### config.mk
export PLATFORM = sky130hd
export DESIGN_NAME = i2c_ack_target
export DESIGN_NICKNAME = d
export VERILOG_FILES = /design/src/rtl/i2ct_pkg.sv /design/src/rtl/i2ct_line_filter.sv /design/src/rtl/i2ct_bus_events.sv /design/src/rtl/i2ct_ctrl.sv /design/src/rtl/i2c_ack_target.sv
export SDC_FILE = /design/constraint.sdc
export NUM_CORES = 1
export LEC_CHECK = 0
export BUFFER_PORTS_ARGS = -buffer_cell sky130_fd_sc_hd__buf_2
export CAP_MARGIN = 20
export CORE_MARGIN = 2
export CORE_UTILIZATION = 35
export CTS_CLUSTER_SIZE = 30
export DETAILED_ROUTE_END_ITERATION = 7
export PLACE_DENSITY_LB_ADDON = 0.12
export SETUP_SLACK_MARGIN = 0.05
export SYNTH_ARGS = -nofsm -noshare
export SYNTH_HDL_FRONTEND = slang
export SYNTH_HIERARCHICAL = 1
export SYNTH_SLANG_ARGS = --single-unit
### constraint.sdc
create_clock -name clk -period 3.6 [get_ports clk]
set_clock_uncertainty 0.2 [all_clocks]
set_input_delay 0.54 -clock clk [delete_from_list [all_inputs] [get_ports clk]]
set_output_delay 0.54 -clock clk [all_outputs]
set_load 0.01 [all_outputs]
### src/rtl/i2ct_pkg.sv
package i2ct_pkg;
    typedef enum logic [2:0] {
        ST_IDLE,
        ST_ADDR,
        ST_ADDR_ACK,
        ST_CMD,
        ST_CMD_ACK,
        ST_HOLD
    } tgt_state_t;
endpackage

### src/rtl/i2ct_line_filter.sv
module i2ct_line_filter #(
    parameter int SYNC_STAGES = 2
) (
    input  logic clk,
    input  logic rst_n,
    input  logic raw,
    output logic filt
);
    logic [SYNC_STAGES-1:0] sync_q;
    logic                   last_q;

    // Synchronizer chain, then a value is accepted once two samples agree.
    always_ff @(posedge clk or negedge rst_n) begin
        if (!rst_n) begin
            sync_q <= '1;
            last_q <= 1'b1;
            filt   <= 1'b1;
        end else begin
            sync_q <= {sync_q[SYNC_STAGES-2:0], raw};
            last_q <= sync_q[SYNC_STAGES-1];
            if (sync_q[SYNC_STAGES-1] == last_q)
                filt <= last_q;
        end
    end
endmodule

### src/rtl/i2ct_bus_events.sv
module i2ct_bus_events (
    input  logic clk,
    input  logic rst_n,
    input  logic scl_f,
    input  logic sda_f,
    output logic start_det,
    output logic stop_det,
    output logic scl_rise,
    output logic scl_fall
);
    logic scl_q, sda_q;

    always_ff @(posedge clk or negedge rst_n) begin
        if (!rst_n) begin
            scl_q <= 1'b1;
            sda_q <= 1'b1;
        end else begin
            scl_q <= scl_f;
            sda_q <= sda_f;
        end
    end

    always_comb begin
        start_det = scl_q && scl_f && sda_q && !sda_f;
        stop_det  = scl_q && scl_f && !sda_q && sda_f;
        scl_rise  = !scl_q && scl_f;
        scl_fall  = scl_q && !scl_f;
    end
endmodule

### src/rtl/i2ct_ctrl.sv
module i2ct_ctrl
    import i2ct_pkg::*;
#(
    parameter logic [4:0] TARGET_PREFIX = 5'b01011,
    parameter int         PIN_BITS      = 2
) (
    input  logic                clk,
    input  logic                rst_n,
    input  logic                start_det,
    input  logic                stop_det,
    input  logic                scl_rise,
    input  logic                scl_fall,
    input  logic                sda_f,
    input  logic [PIN_BITS-1:0] addr_pins,
    input  logic                gc_en,
    input  logic                nv_busy,
    input  logic                cmd_valid,
    output logic                sda_oe,
    output logic                cmd_strobe,
    output logic [7:0]          cmd_byte
);
    localparam int BYTE_W = 8;
    localparam int ADDR_W = $bits(TARGET_PREFIX) + PIN_BITS;
    localparam int CNT_W  = $clog2(BYTE_W + 1);

    tgt_state_t        state_q, state_d;
    logic [BYTE_W-1:0] shift_q;
    logic [CNT_W-1:0]  bit_cnt_q;
    logic              byte_done;
    logic              own_hit, gc_hit, ten_bit, addr_ok, shifting;

    assign shifting  = (state_q == ST_ADDR) || (state_q == ST_CMD);
    assign byte_done = scl_fall && (bit_cnt_q == CNT_W'(BYTE_W));

    // Address policy on the completed address byte.
    always_comb begin
        own_hit = (shift_q[BYTE_W-1:1] == {TARGET_PREFIX, addr_pins}) && !shift_q[0];
        gc_hit  = (shift_q[BYTE_W-1:1] == '0) && !shift_q[0] && gc_en;
        ten_bit = (shift_q[BYTE_W-1:BYTE_W-5] == 5'b11110);
        addr_ok = (own_hit || gc_hit) && !ten_bit;
    end

    // Shift register and bit counter.
    always_ff @(posedge clk or negedge rst_n) begin
        if (!rst_n) begin
            shift_q   <= '0;
            bit_cnt_q <= '0;
        end else if (start_det) begin
            bit_cnt_q <= '0;
        end else if (scl_rise && shifting && bit_cnt_q != CNT_W'(BYTE_W)) begin
            shift_q   <= {shift_q[BYTE_W-2:0], sda_f};
            bit_cnt_q <= bit_cnt_q + 1'b1;
        end else if (scl_fall && (state_q == ST_ADDR_ACK || state_q == ST_CMD_ACK)) begin
            bit_cnt_q <= '0;
        end
    end

    // State register.
    always_ff @(posedge clk or negedge rst_n) begin
        if (!rst_n) state_q <= ST_IDLE;
        else        state_q <= state_d;
    end

    // Next-state logic.
    always_comb begin
        state_d = state_q;
        if (start_det) begin
            state_d = ST_ADDR;
        end else if (stop_det) begin
            state_d = ST_IDLE;
        end else begin
            unique case (state_q)
                ST_IDLE:     state_d = ST_IDLE;
                ST_ADDR:     if (byte_done) state_d = addr_ok ? ST_ADDR_ACK : ST_HOLD;
                ST_ADDR_ACK: if (scl_fall) state_d = ST_CMD;
                ST_CMD:      if (byte_done) state_d = (cmd_valid && !nv_busy) ? ST_CMD_ACK : ST_HOLD;
                ST_CMD_ACK:  if (scl_fall) state_d = ST_CMD;
                ST_HOLD:     state_d = ST_HOLD;
                default:     state_d = ST_IDLE;
            endcase
        end
    end

    // Outputs.
    always_comb begin
        sda_oe     = (state_q == ST_ADDR_ACK) || (state_q == ST_CMD_ACK);
        cmd_strobe = (state_q == ST_CMD) && byte_done;
        cmd_byte   = shift_q;
    end

    logic unused_w;
    assign unused_w = (ADDR_W == 0);
endmodule

### src/rtl/i2c_ack_target.sv
module i2c_ack_target #(
    parameter logic [4:0] TARGET_PREFIX = 5'b01011,
    parameter int         SYNC_STAGES   = 2
) (
    input  logic       clk,
    input  logic       rst_n,
    input  logic       scl_i,
    input  logic       sda_i,
    output logic       sda_oe,
    input  logic [1:0] addr_pins,
    input  logic       gc_en,
    input  logic       nv_busy,
    output logic [7:0] cmd_byte,
    output logic       cmd_strobe,
    input  logic       cmd_valid
);
    localparam int N_LINES = 2;

    logic [N_LINES-1:0] line_raw, line_f;
    logic scl_f, sda_f;
    logic start_det, stop_det, scl_rise, scl_fall;

    assign line_raw = {sda_i, scl_i};

    for (genvar g = 0; g < N_LINES; g++) begin : g_line
        i2ct_line_filter #(.SYNC_STAGES(SYNC_STAGES)) filt_i (
            .clk  (clk),
            .rst_n(rst_n),
            .raw  (line_raw[g]),
            .filt (line_f[g])
        );
    end

    assign scl_f = line_f[0];
    assign sda_f = line_f[1];

    i2ct_bus_events events_i (
        .clk      (clk),
        .rst_n    (rst_n),
        .scl_f    (scl_f),
        .sda_f    (sda_f),
        .start_det(start_det),
        .stop_det (stop_det),
        .scl_rise (scl_rise),
        .scl_fall (scl_fall)
    );

    i2ct_ctrl #(.TARGET_PREFIX(TARGET_PREFIX), .PIN_BITS(2)) ctrl_i (
        .clk       (clk),
        .rst_n     (rst_n),
        .start_det (start_det),
        .stop_det  (stop_det),
        .scl_rise  (scl_rise),
        .scl_fall  (scl_fall),
        .sda_f     (sda_f),
        .addr_pins (addr_pins),
        .gc_en     (gc_en),
        .nv_busy   (nv_busy),
        .cmd_valid (cmd_valid),
        .sda_oe    (sda_oe),
        .cmd_strobe(cmd_strobe),
        .cmd_byte  (cmd_byte)
    );
endmodule

==> results of run 1 <==
-- per-stage QoR --
step           util (%)  setup WS (ns)  area (sq um)  std cells  hold slack [ns]
2_1_floorplan         -           1.66          1210         98           0.0444
3_3_place_gp       40.1           1.34          1340        159            0.146
3_5_place_dp       40.1           1.27          1340        159            0.147
4_1_cts            41.2           1.14          1380        164           0.0821
5_1_grt            41.2          0.961          1380        164           0.0617
6_report           41.2           1.15          1380        164           0.0973
-- kinds of logic (layout without fill, tap and decap cells) --
family | after synthesis | after routing | synth area share (%)
AND/OR/NAND/NOR | 31 | 31 | 17.0
flip-flops | 25 | 25 | 52.7
AO/OA/AOI/OAI | 16 | 16 | 11.3
multiplexers | 11 | 11 | 10.1
buffers and inverters | 9 | 29 | 3.52
adder cells (fa/ha/maj) | 4 | 4 | 3.93
XOR/XNOR | 2 | 2 | 1.45
-- state kept, by name (all words and copies together), names as in the netlist --
register	cells
events_i/scl_q	1
g_line.filt_i/last_q	2
ctrl_i/bit_cnt_q	4
g_line.filt_i/sync_q	4
ctrl_i/cmd_byte	8
g_line.filt_i/filt	2
ctrl_i/state_q	3
events_i/sda_q	1
-- report_power, final --
| group | switching, mW | leakage [nW] | internal, mW |
|---|---|---|---|
| registers | 0.0829 | 0.290 | 0.360 |
| logic | 0.135 | 0.298 | 0.156 |
| clock network | 0.0815 | 0.0177 | 0.0416 |
-- per-layer routing --
| metal | vias to the layer above | track usage, % | part of all wire, % |
|---|---|---|---|
| met5 | - | 0 | 0 |
| met4 | 0 | 5.00 | 1.7 |
| met3 | 5 | 2.16 | 2.5 |
| met2 | 14 | 20.3 | 47 |
| met1 | 410 | 18.8 | 49 |
| li1 | 397 | - | - |
-- area by class of cell --
class | count | area [sq um] | share of cell area [%]
Clock buffer | 3 | 22.5 | 1.64
Inverter | 6 | 22.5 | 1.64
Multi-Input combinational cell | 64 | 529 | 38.5
Sequential cell | 25 | 638 | 46.4
Timing Repair Buffer | 19 | 100 | 7.28
Clock inverter | 1 | 5.00 | 0.364
Tap cell | 46 | 57.6 | 4.19
-- cells in the final DEF (no fill, tap or decap), types with 2 or more instances in the layout --
master and instances:
nor3_2 2, a21oi_1 2, mux2_2 10, maj3_2 2, nand4b_1 2, nor2_1 6
dfrtp_1 15, buf_2 18, dfstp_2 10, and4b_1 2, ha_1 2, nand2b_1 3
nor3_1 2, nand2_1 5, inv_1 6, or3_1 3, clkbuf_4 3
-- how the worst max path moves through the flow --
stage / startpoint / to / cells after the start
finish: events_i/scl_q$_DFF_PN1_ / cmd_strobe / 4
global route: events_i/scl_q$_DFF_PN1_ / cmd_strobe / 4
CTS: events_i/scl_q$_DFF_PN1_ / cmd_strobe / 4
detailed placement: g_line[1].filt_i/filt$_DFFE_PN1N_ / ctrl_i/cmd_byte[6]$_DFFE_PN0P_ / 3
global placement: g_line[1].filt_i/filt$_DFFE_PN1N_ / ctrl_i/cmd_byte[0]$_DFFE_PN0P_ / 3
floorplan: events_i/scl_q$_DFF_PN1_ / cmd_strobe / 3
-- repair_timing --
item                      4_1_cts  5_1_grt
hold buffers                    1        0
hold endpoints to repair        4        0
buffers inserted                0        0
==> results by group, run 1 <==
Power
  • Static leakage: between 0.6 and 0.7 nW
  • Pwr/cell area: between 600 and 700 mW/mm^2
  • Peak supply drop: 0.293 mV
  • Power, Total: 0.857 mW

Critical path
  • CP Max Fanout: 6
  • CP cell instances: and2b_2 -> nand4b_1 -> nor3_1 -> buf_2
  • Crit-path leading delay family: simple AND/OR/NAND/NOR gates
  • Critical path endpoint category: primary output
  • Crit path kind: reg2out
  • Reg2reg end: ctrl_i/cmd_byte[4]$_DFFE_PN0P_
  • Max incr delay on CP: 0.57 ns
  • Arrival @ worst endpoint: 1.71 ns
  • Crit path buf inv count: 1
  • Startpoint types: flip-flop
  • Crit-path slowest cell: dfstp_2
  • WP data required: about 2.9 ns
  • Worst r2r src: g_line[1].filt_i/filt$_DFFE_PN1N_
  • Reg2Reg Depth: 3
  • Reg2Reg Setup Slack: 1.25 ns

Logic synthesis
  • Top cells by area, synth: dfrtp_1, dfstp_2, mux2_2, ha_1, inv_1
  • Yosys cell types: 40
  • Most frequent cell after synthesis: dfrtp_1
  • Syn Inst Count: 98
  • Net Count, Synth: 109
  • EDFF count, synth: 0
  • Yosys top cell area share: ~31%
  • Dominant synthesized flop cell: dfrtp_1
  • Synth Area per Inst: 12.3 sq um
  • Seq/Total Area, Yosys: 52.7%
  • Synth area leader: dfrtp_1
  • Synthesized cell area: 0.00121 sq mm
  • Yosys warns: 6
  • Ys async rst share: 100%
  • Commonest cells post-synth: dfrtp_1, dfstp_2, mux2_2, inv_1, nor2_1
  • Synthesized flop and latch total: 25

Floorplanning
  • Die area: 0.00394 sq mm
  • Initial core utilization: a little over a third
  • Top Ports: 19
  • CORE AREA: roughly 0.0033 sq mm
  • FP Rows: 21
  • Die W: 62.8 um
  • DIE HEIGHT: between 60 and 70 um

Placed design
  • Routability Congestion: roughly 0.76
  • Hpwl dp: 1650 um
  • Input/output buffers: 18

Layout
  • Share of cells above drive strength 1: approximately 43%
  • # diodes: 0
  • Filler cells: 330
  • Area growth syn-to-layout: 13.7%
  • Fin nets: between 100 and 150

Min path
  • Min-Delay Path Depth: 1
  • Worst Hold Class: in2reg
  • Worst hold endpoint: g_line[0].filt_i/sync_q[0]$_DFF_PN1_
  • Min-Delay Startpoint: scl_i

STA
  • Final worst path period share: 68.0%
  • Slew headroom: 43.8%
  • Total Neg Setup Slack: 0 ns
  • Final setup viols: 0
  • Final hold viol count: 0
  • RSZ-0062 raised after global routing: no
  • Max Fclk: ~400 MHz
  • Worst-margin pin slew: between 0.8 and 0.9 ns
  • Pins over their slew limit: 0
  • Minimum period implied by the final worst setup slack: 2.45 ns

Job
  • Max-cap check violation count: 0

Outcome
  • Status: finished, final reports clean

Clock network
  • CTS H-tree depth: 1
  • Clk sink count: 25
  • Clk slew on worst S/H paths: between 0.1 and 0.15 ns
  • Clock Tree Buf Depth: 2
  • Clock tree from TritonCTS: done
  • CTS Buf Count: 3
  • Clk_lat worst skew: 0.32 ns
  • Root buf cell: clkbuf_4
  • Cts repair resizes: 0

Routing
  • Routed wire per std cell: 13.7 um
  • Drt pass-1 iters: 4
  • Drc violations: 0
  • Final Routed Wirelength: about 2200 um
  • Initial DRC Count: just under 70
  • Vias/cell: 5.04
  • Vias: 826
  • DRT antenna net count: 0

Global routing
  • Total Routing Usage GR: 13.2%
  • Largest net degree at the start of global routing: 26
  • Global-route wire length before repair: 4090 um
  • Initial antenna violation count: 0
  • Overflow after GRT: 0
  • Number of global-route vias before repair: 847
Power figures use the tool's default switching activity.
==> run 2: changes to the inputs <==
==> constraint.sdc (replaced) <==
create_clock -name clk -period 2.2 [get_ports clk]
set_clock_uncertainty 0.2 [all_clocks]
set_input_delay 0.33 -clock clk [delete_from_list [all_inputs] [get_ports clk]]
set_output_delay 0.33 -clock clk [all_outputs]
set_load 0.01 [all_outputs]
==> run 2 against run 1 <==
Against the previous run:
- sequential share of layout area fell by 1.7 points
- combinational power is 68% higher
- register-to-register slack worse by 1.0 ns
- cell area is 3.9% higher
- non-clock buffer count increased by 6
- largest cell class unchanged
- highest routed layer unchanged
- power increased by 65%
- largest power group unchanged
- clock power rose by 64%
- critical path depth unchanged
- critical path type unchanged
- die area stayed put
- first-iteration DRC count down 31%
- global-route usage is 0.49 points lower
- via count grew 0.36%
==> results by group, run 2 (synthesis gave the netlist of run 1 again) <==
Floorplanning
  • Initial core utilization: 36.3% (unchanged)
  • DIE HEIGHT: 62.8 um (unchanged)
  • CORE AREA: 0.00334 sq mm (unchanged)
  • Die area: 0.00394 sq mm (unchanged)
  • Die W: 62.8 um (unchanged)
  • FP Rows: 21 (unchanged)
  • Top Ports: 19 (unchanged)

Critical path
  • Startpoint types: flip-flop
  • Critical path endpoint category: primary output
  • WP data required: 1.67 ns (-1.19 ns)
  • Arrival @ worst endpoint: 1.55 ns (-0.16 ns)
  • Crit path kind: reg2out
  • CP Max Fanout: 6 (unchanged)
  • Reg2Reg Setup Slack: 0.21 ns (-1.04 ns)

Routing
  • Initial DRC Count: 47 (-31%)
  • Drc violations: 0 (unchanged)
  • Routed wire per std cell: 13.2 um (-3.6%)
  • Final Routed Wirelength: 2240 um (about the same)
  • Drt pass-1 iters: 4 (unchanged)
  • Vias: 829 (+0.36%)
  • Vias/cell: 4.88 (-3.2%)
  • DRT antenna net count: 0 (unchanged)

STA
  • Final worst path period share: 94.3%
  • RSZ-0062 raised after global routing: yes
  • Total Neg Setup Slack: 0 ns (unchanged)
  • Final setup viols: 0 (unchanged)
  • Worst-margin pin slew: 0.556 ns (-0.283 ns)
  • Final hold viol count: 0 (unchanged)
  • Pins over their slew limit: 0 (unchanged)
  • Slew headroom: 63.0% (+19 points)
  • Max Fclk: 482 MHz
  • Hold WS: 0.164 ns (+0.0668 ns)
  • Final setup margin: 0.124 ns (-1.03 ns)
  • Minimum period implied by the final worst setup slack: 2.08 ns

Placed design
  • Worst slack at placement: 0.245 ns (-1.02 ns)
  • Dpl cells: 160 (+0.63%)
  • Input/output buffers: 18 (unchanged)
  • Area post-placement: 0.00135 sq mm (+0.56%)
  • Hpwl dp: 1600 um (-2.6%)
  • Routability Congestion: 0.831 (+8.7%)

Power
  • Static leakage: 0.631 nW (+4.2%)
  • Pwr/cell area: 989 mW/mm^2 (+59%)
  • Power, Total: 1.41 mW (+65%)
  • Peak supply drop: 0.491 mV (+67%)

Clock network
  • Clk slew on worst S/H paths: 0.12 ns (-0.02 ns)
  • Clock Tree Buf Depth: 2 (unchanged)
  • Root buf cell: clkbuf_4
  • Clock tree from TritonCTS: done
  • Clk_lat worst skew: 0.32 ns (about the same)
  • CTS Buf Count: 3 (unchanged)
  • Clk sink count: 25 (unchanged)
  • CTS H-tree depth: 1 (unchanged)

Layout
  • # diodes: 0 (unchanged)
  • Share of cells above drive strength 1: 44.4% (+1.1 points)
  • Most common cell after layout, fill and taps aside: buf_2
  • Final instance area: 0.00143 sq mm (+3.9%)
  • Most frequent cells in the layout: buf_2, dfrtp_1, mux2_2, dfstp_2
  • Post-Layout Cell Count: 170 (+3.7%)
  • Max reg flops: 8 (unchanged)
  • Post-Route Utilization: 42.8% (+1.6 points)
  • Fin nets: 136 (+4.6%)
  • Area growth syn-to-layout: 18.1%

Global routing
  • Overflow after GRT: 0 (unchanged)
  • Initial antenna violation count: 0 (unchanged)
  • Total Routing Usage GR: 12.7% (-0.49 points)
  • Global-route wire length before repair: 4020 um (-1.9%)
  • Largest net degree at the start of global routing: 26 (unchanged)
  • Number of global-route vias before repair: 885 (+4.5%)

Job
  • Max-cap check violation count: 0 (unchanged)

Outcome
  • Status: finished, final reports clean

Min path
  • Worst Hold Class: reg2reg
## run 2: changes by cell type in the layout (fill, tap and decap cells not counted), sizes merged
cell / change
buf: +4
dlygate4sd3: +2
clkbuf: +1
clkinv: -1
## run 2: path summary, 6_finish.rpt
| path | depth (start not counted) | endpoint | start |
|---|---|---|---|
| max | 4 | cmd_strobe | events_i/scl_q$_DFF_PN1_ |
| min | 0 | g_line[1].filt_i/sync_q[1]$_DFF_PN1_ | g_line[1].filt_i/sync_q[0]$_DFF_PN1_ |
| max reg2reg | 6 | ctrl_i/state_q[0]$_DFFE_PN0P_ | g_line[0].filt_i/filt$_DFFE_PN1N_ |
| min reg2reg | 0 | g_line[1].filt_i/sync_q[1]$_DFF_PN1_ | g_line[1].filt_i/sync_q[0]$_DFF_PN1_ |
| max in group asynchronous | 2 | g_line[0].filt_i/sync_q[0]$_DFF_PN1_ | rst_n |
| min in group asynchronous | 2 | ctrl_i/bit_cnt_q[1]$_DFFE_PN0P_ | rst_n |
## run 2: area by class of cell
| cell class | count | area (sq um) |
|---|---|---|
| flip-flops and latches | 25 | 638 |
| multi-input cells | 64 | 534 |
| inverters | 6 | 22.5 |
| fillers | 334 | 1910 |
| repair buffers | 25 | 150 |
| well taps | 46 | 57.6 |
| clock buffers | 4 | 26.3 |
## run 2: routing by layer
metal	track usage, %	vias up	wire (um)
met4	4.72	0	35
li1	-	409	-
met2	20.0	18	983
met1	17.9	398	1170
met3	1.80	4	55
met5	0	-	0
## run 2: repair_timing
action,CTS,global route
pin swaps,1,1
hold endpoints to repair,17,0
hold buffers,3,0
gates resized for setup,0,1
buffers inserted,1,2
setup endpoints to repair,1,1
## run 2: power by group
| group | switching [mW] | total (mW) | leakage, nW | internal [mW] |
|---|---|---|---|---|
| Combinational | 0.223 | 0.488 | 0.326 | 0.265 |
| Clock | 0.131 | 0.202 | 0.0150 | 0.0708 |
| Sequential | 0.133 | 0.723 | 0.290 | 0.590 |
| Total | 0.488 | 1.41 | 0.631 | 0.926 |
## run 2: worst max-delay path, cell delays in order (launching register included)
cell and delay [ns]:
dfstp_2 0.57, and2b_2 0.20, nand4b_1 0.17, nor3_2 0.17
buf_2 0.14
==> run 3: changes to the inputs <==
--- a/config.mk
+++ b/config.mk
@@ -11,7 +11,7 @@
 export CORE_UTILIZATION = 35
 export CTS_CLUSTER_SIZE = 30
 export DETAILED_ROUTE_END_ITERATION = 7
-export PLACE_DENSITY_LB_ADDON = 0.12
+export PLACE_DENSITY = 0.59
 export SETUP_SLACK_MARGIN = 0.05
 export SYNTH_ARGS = -nofsm -noshare
 export SYNTH_HDL_FRONTEND = slang
==> run 3 against run 2 <==
Against the previous run:
- sequential power fell by 0.6%
- final cell count did not move
- via count rose by 3.0%
- critical path depth did not move
- register-to-register slack barely moved
- sequential share of layout area fell by 0.16 points
- non-clock buffer count did not move
- flip-flop and latch count did not move
- routed wire length fell by 2.3%
- largest power group unchanged
- power rose by 0.94%
- die area did not move
- maximum frequency rose by 2.2%
==> results by group, run 3 (synthesis gave the netlist of run 1 again) <==
Power
  • Peak supply drop: 0.345 mV (-30%)
  • Pwr/cell area: 995 mW/mm^2 (+0.59%)
  • Static leakage: 0.635 nW (+0.54%)

Clock network
  • CTS Buf Count: 3 (unchanged)
  • Clock tree from TritonCTS: done
  • CTS H-tree depth: 1 (unchanged)
  • Clk slew on worst S/H paths: 0.14 ns (+0.02 ns)
  • Clock Tree Buf Depth: 2 (unchanged)
  • Clk_lat worst skew: 0.33 ns (about the same)
  • Root buf cell: clkbuf_4
  • Clk sink count: 25 (unchanged)

Layout
  • Most frequent cells in the layout: buf_2, dfrtp_1, mux2_2, dfstp_2
  • Share of cells above drive strength 1: 45.2% (+0.81 points)
  • Post-Route Utilization: 43.0% (+0.15 points)
  • Max reg flops: 8 (unchanged)
  • Filler cells: 339 (+1.5%)
  • Post-Layout Cell Count: 170 (unchanged)
  • Area growth syn-to-layout: 18.5%
  • # diodes: 0 (unchanged)
  • Fin nets: 136 (unchanged)
  • Most common cell after layout, fill and taps aside: buf_2

Floorplanning
  • DIE HEIGHT: 62.8 um (unchanged)
  • FP Rows: 21 (unchanged)
  • Die W: 62.8 um (unchanged)
  • CORE AREA: 0.00334 sq mm (unchanged)
  • Die area: 0.00394 sq mm (unchanged)
  • Initial core utilization: 36.3% (unchanged)
  • Top Ports: 19 (unchanged)

Global routing
  • Number of global-route vias before repair: 845 (-4.5%)
  • Initial antenna violation count: 0 (unchanged)
  • Global-route wire length before repair: 3800 um (-5.5%)
  • Total Routing Usage GR: 12.4% (-0.39 points)
  • Largest net degree at the start of global routing: 26 (unchanged)
  • Overflow after GRT: 0 (unchanged)

Min path
  • Worst Hold Class: reg2reg
  • Min-Delay Path Depth: 0 (unchanged)

Routing
  • Vias: 854 (+3.0%)
  • Drc violations: 0 (unchanged)
  • DR top layer: met4
  • Final Routed Wirelength: 2190 um (-2.3%)
  • Drt pass-1 iters: 4 (unchanged)
  • Metal3 WL: 83 um (+51%)
  • Routed wire per std cell: 12.9 um (-2.3%)
  • Vias/cell: 5.02 (+3.0%)
  • DRT antenna net count: 0 (unchanged)
  • WL met1: 998 um (-14%)
  • Initial DRC Count: 64 (+36%)
  • WL met2: 1040 um (+5.8%)

STA
  • Final worst path period share: 92.3% (-2.0 points)
  • Pins over their slew limit: 0 (unchanged)
  • Worst-margin pin slew: 0.542 ns (-0.0140 ns)
  • RSZ-0062 raised after global routing: yes
  • Final setup viols: 0 (unchanged)
  • Final hold viol count: 0 (unchanged)
  • Total Neg Setup Slack: 0 ns (unchanged)
  • Slew headroom: 63.9% (+0.94 points)
  • Minimum period implied by the final worst setup slack: 2.03 ns (-0.0450 ns)
  • Max Fclk: 492 MHz (+2.2%)

Placed design
  • Routability Congestion: 0.822 (-1.1%)
  • Dpl cells: 161 (+0.63%)
  • Hpwl dp: 1660 um (+3.8%)
  • Input/output buffers: 18 (unchanged)

Outcome
  • Status: finished, final reports clean

Critical path
  • WP data required: 1.67 ns (about the same)
  • Reg2Reg Depth: 4 (-2)
  • CP Max Fanout: 4 (-2)
  • Arrival @ worst endpoint: 1.50 ns (-0.05 ns)
  • Reg2reg end: ctrl_i/cmd_byte[3]$_DFFE_PN0P_
  • Critical path endpoint category: primary output
  • CP Launch Point: events_i/scl_q$_DFF_PN1_
  • CP Capture Point: cmd_strobe
  • Reg2Reg Setup Slack: 0.20 ns (about the same)
  • Startpoint types: flip-flop
  • Crit path kind: reg2out
  • Worst r2r src: g_line[1].filt_i/filt$_DFFE_PN1N_

Job
  • Max-cap check violation count: 0 (unchanged)
## run 3: per-layer routing
| layer | vias to the layer above | global-route usage (%) |
|---|---|---|
| met5 | - | 0 |
| met4 | 0 | 8.06 |
| met3 | 7 | 2.52 |
| met2 | 17 | 20.0 |
| met1 | 418 | 14.9 |
| li1 | 412 | - |
## run 3: final cells by class
cell class / instances / area (sq um) / share of cell area [%]
flip-flops and latches: 25 / 638 / 44.5
repair buffers: 25 / 150 / 10.5
inverters: 6 / 22.5 / 1.57
clock buffers: 3 / 22.5 / 1.57
well taps: 46 / 57.6 / 4.01
clock inverters: 1 / 8.76 / 0.611
multi-input cells: 64 / 534 / 37.3
## run 3: worst max-delay path, cell delays in order, from the launching register on
cell and delay (ns):
dfstp_2 0.57, and2b_2 0.16, nand4b_1 0.14, nor3_2 0.16
buf_2 0.14
## run 3: stage by stage
stage,hold WS [ns],setup WS (ns),area [sq um],power (mW)
after floorplan,-0.166,0.296,1210,1.04
after global placement,0.146,0.225,1350,1.20
after detailed placement,0.147,0.227,1350,1.22
after CTS,0.168,0.0665,1420,1.45
after global routing,0.172,0.0455,1430,1.54
final,0.165,0.169,1430,1.43
## run 3: how the worst min path moves through the flow
| stage | startpoint | slack [ns] | endpoint |
|---|---|---|---|
| final | g_line[0].filt_i/sync_q[0]$_DFF_PN1_ | 0.17 | g_line[0].filt_i/sync_q[1]$_DFF_PN1_ |
| after global routing | g_line[0].filt_i/sync_q[0]$_DFF_PN1_ | 0.17 | g_line[0].filt_i/sync_q[1]$_DFF_PN1_ |
| after CTS | g_line[0].filt_i/sync_q[0]$_DFF_PN1_ | 0.17 | g_line[0].filt_i/sync_q[1]$_DFF_PN1_ |
| after detailed placement | rst_n | 0.15 | ctrl_i/state_q[2]$_DFFE_PN0P_ |
| after global placement | rst_n | 0.15 | ctrl_i/state_q[2]$_DFFE_PN0P_ |
| after floorplan | rst_n | -0.17 | ctrl_i/bit_cnt_q[0]$_DFFE_PN0P_ |
## run 3: where the power goes
part	switching [mW]	internal, mW
registers	0.129	0.590
clock network	0.141	0.0740
logic	0.225	0.268
## run 3: what timing repair did
item                                   in CTS  in global routing
pin swaps                                   1                  0
setup buffers                               1                  1
hold buffers                                3                  0
setup endpoints to repair                   1                  1
resized for setup                           0                  1
endpoints found under the hold margin      17                  0
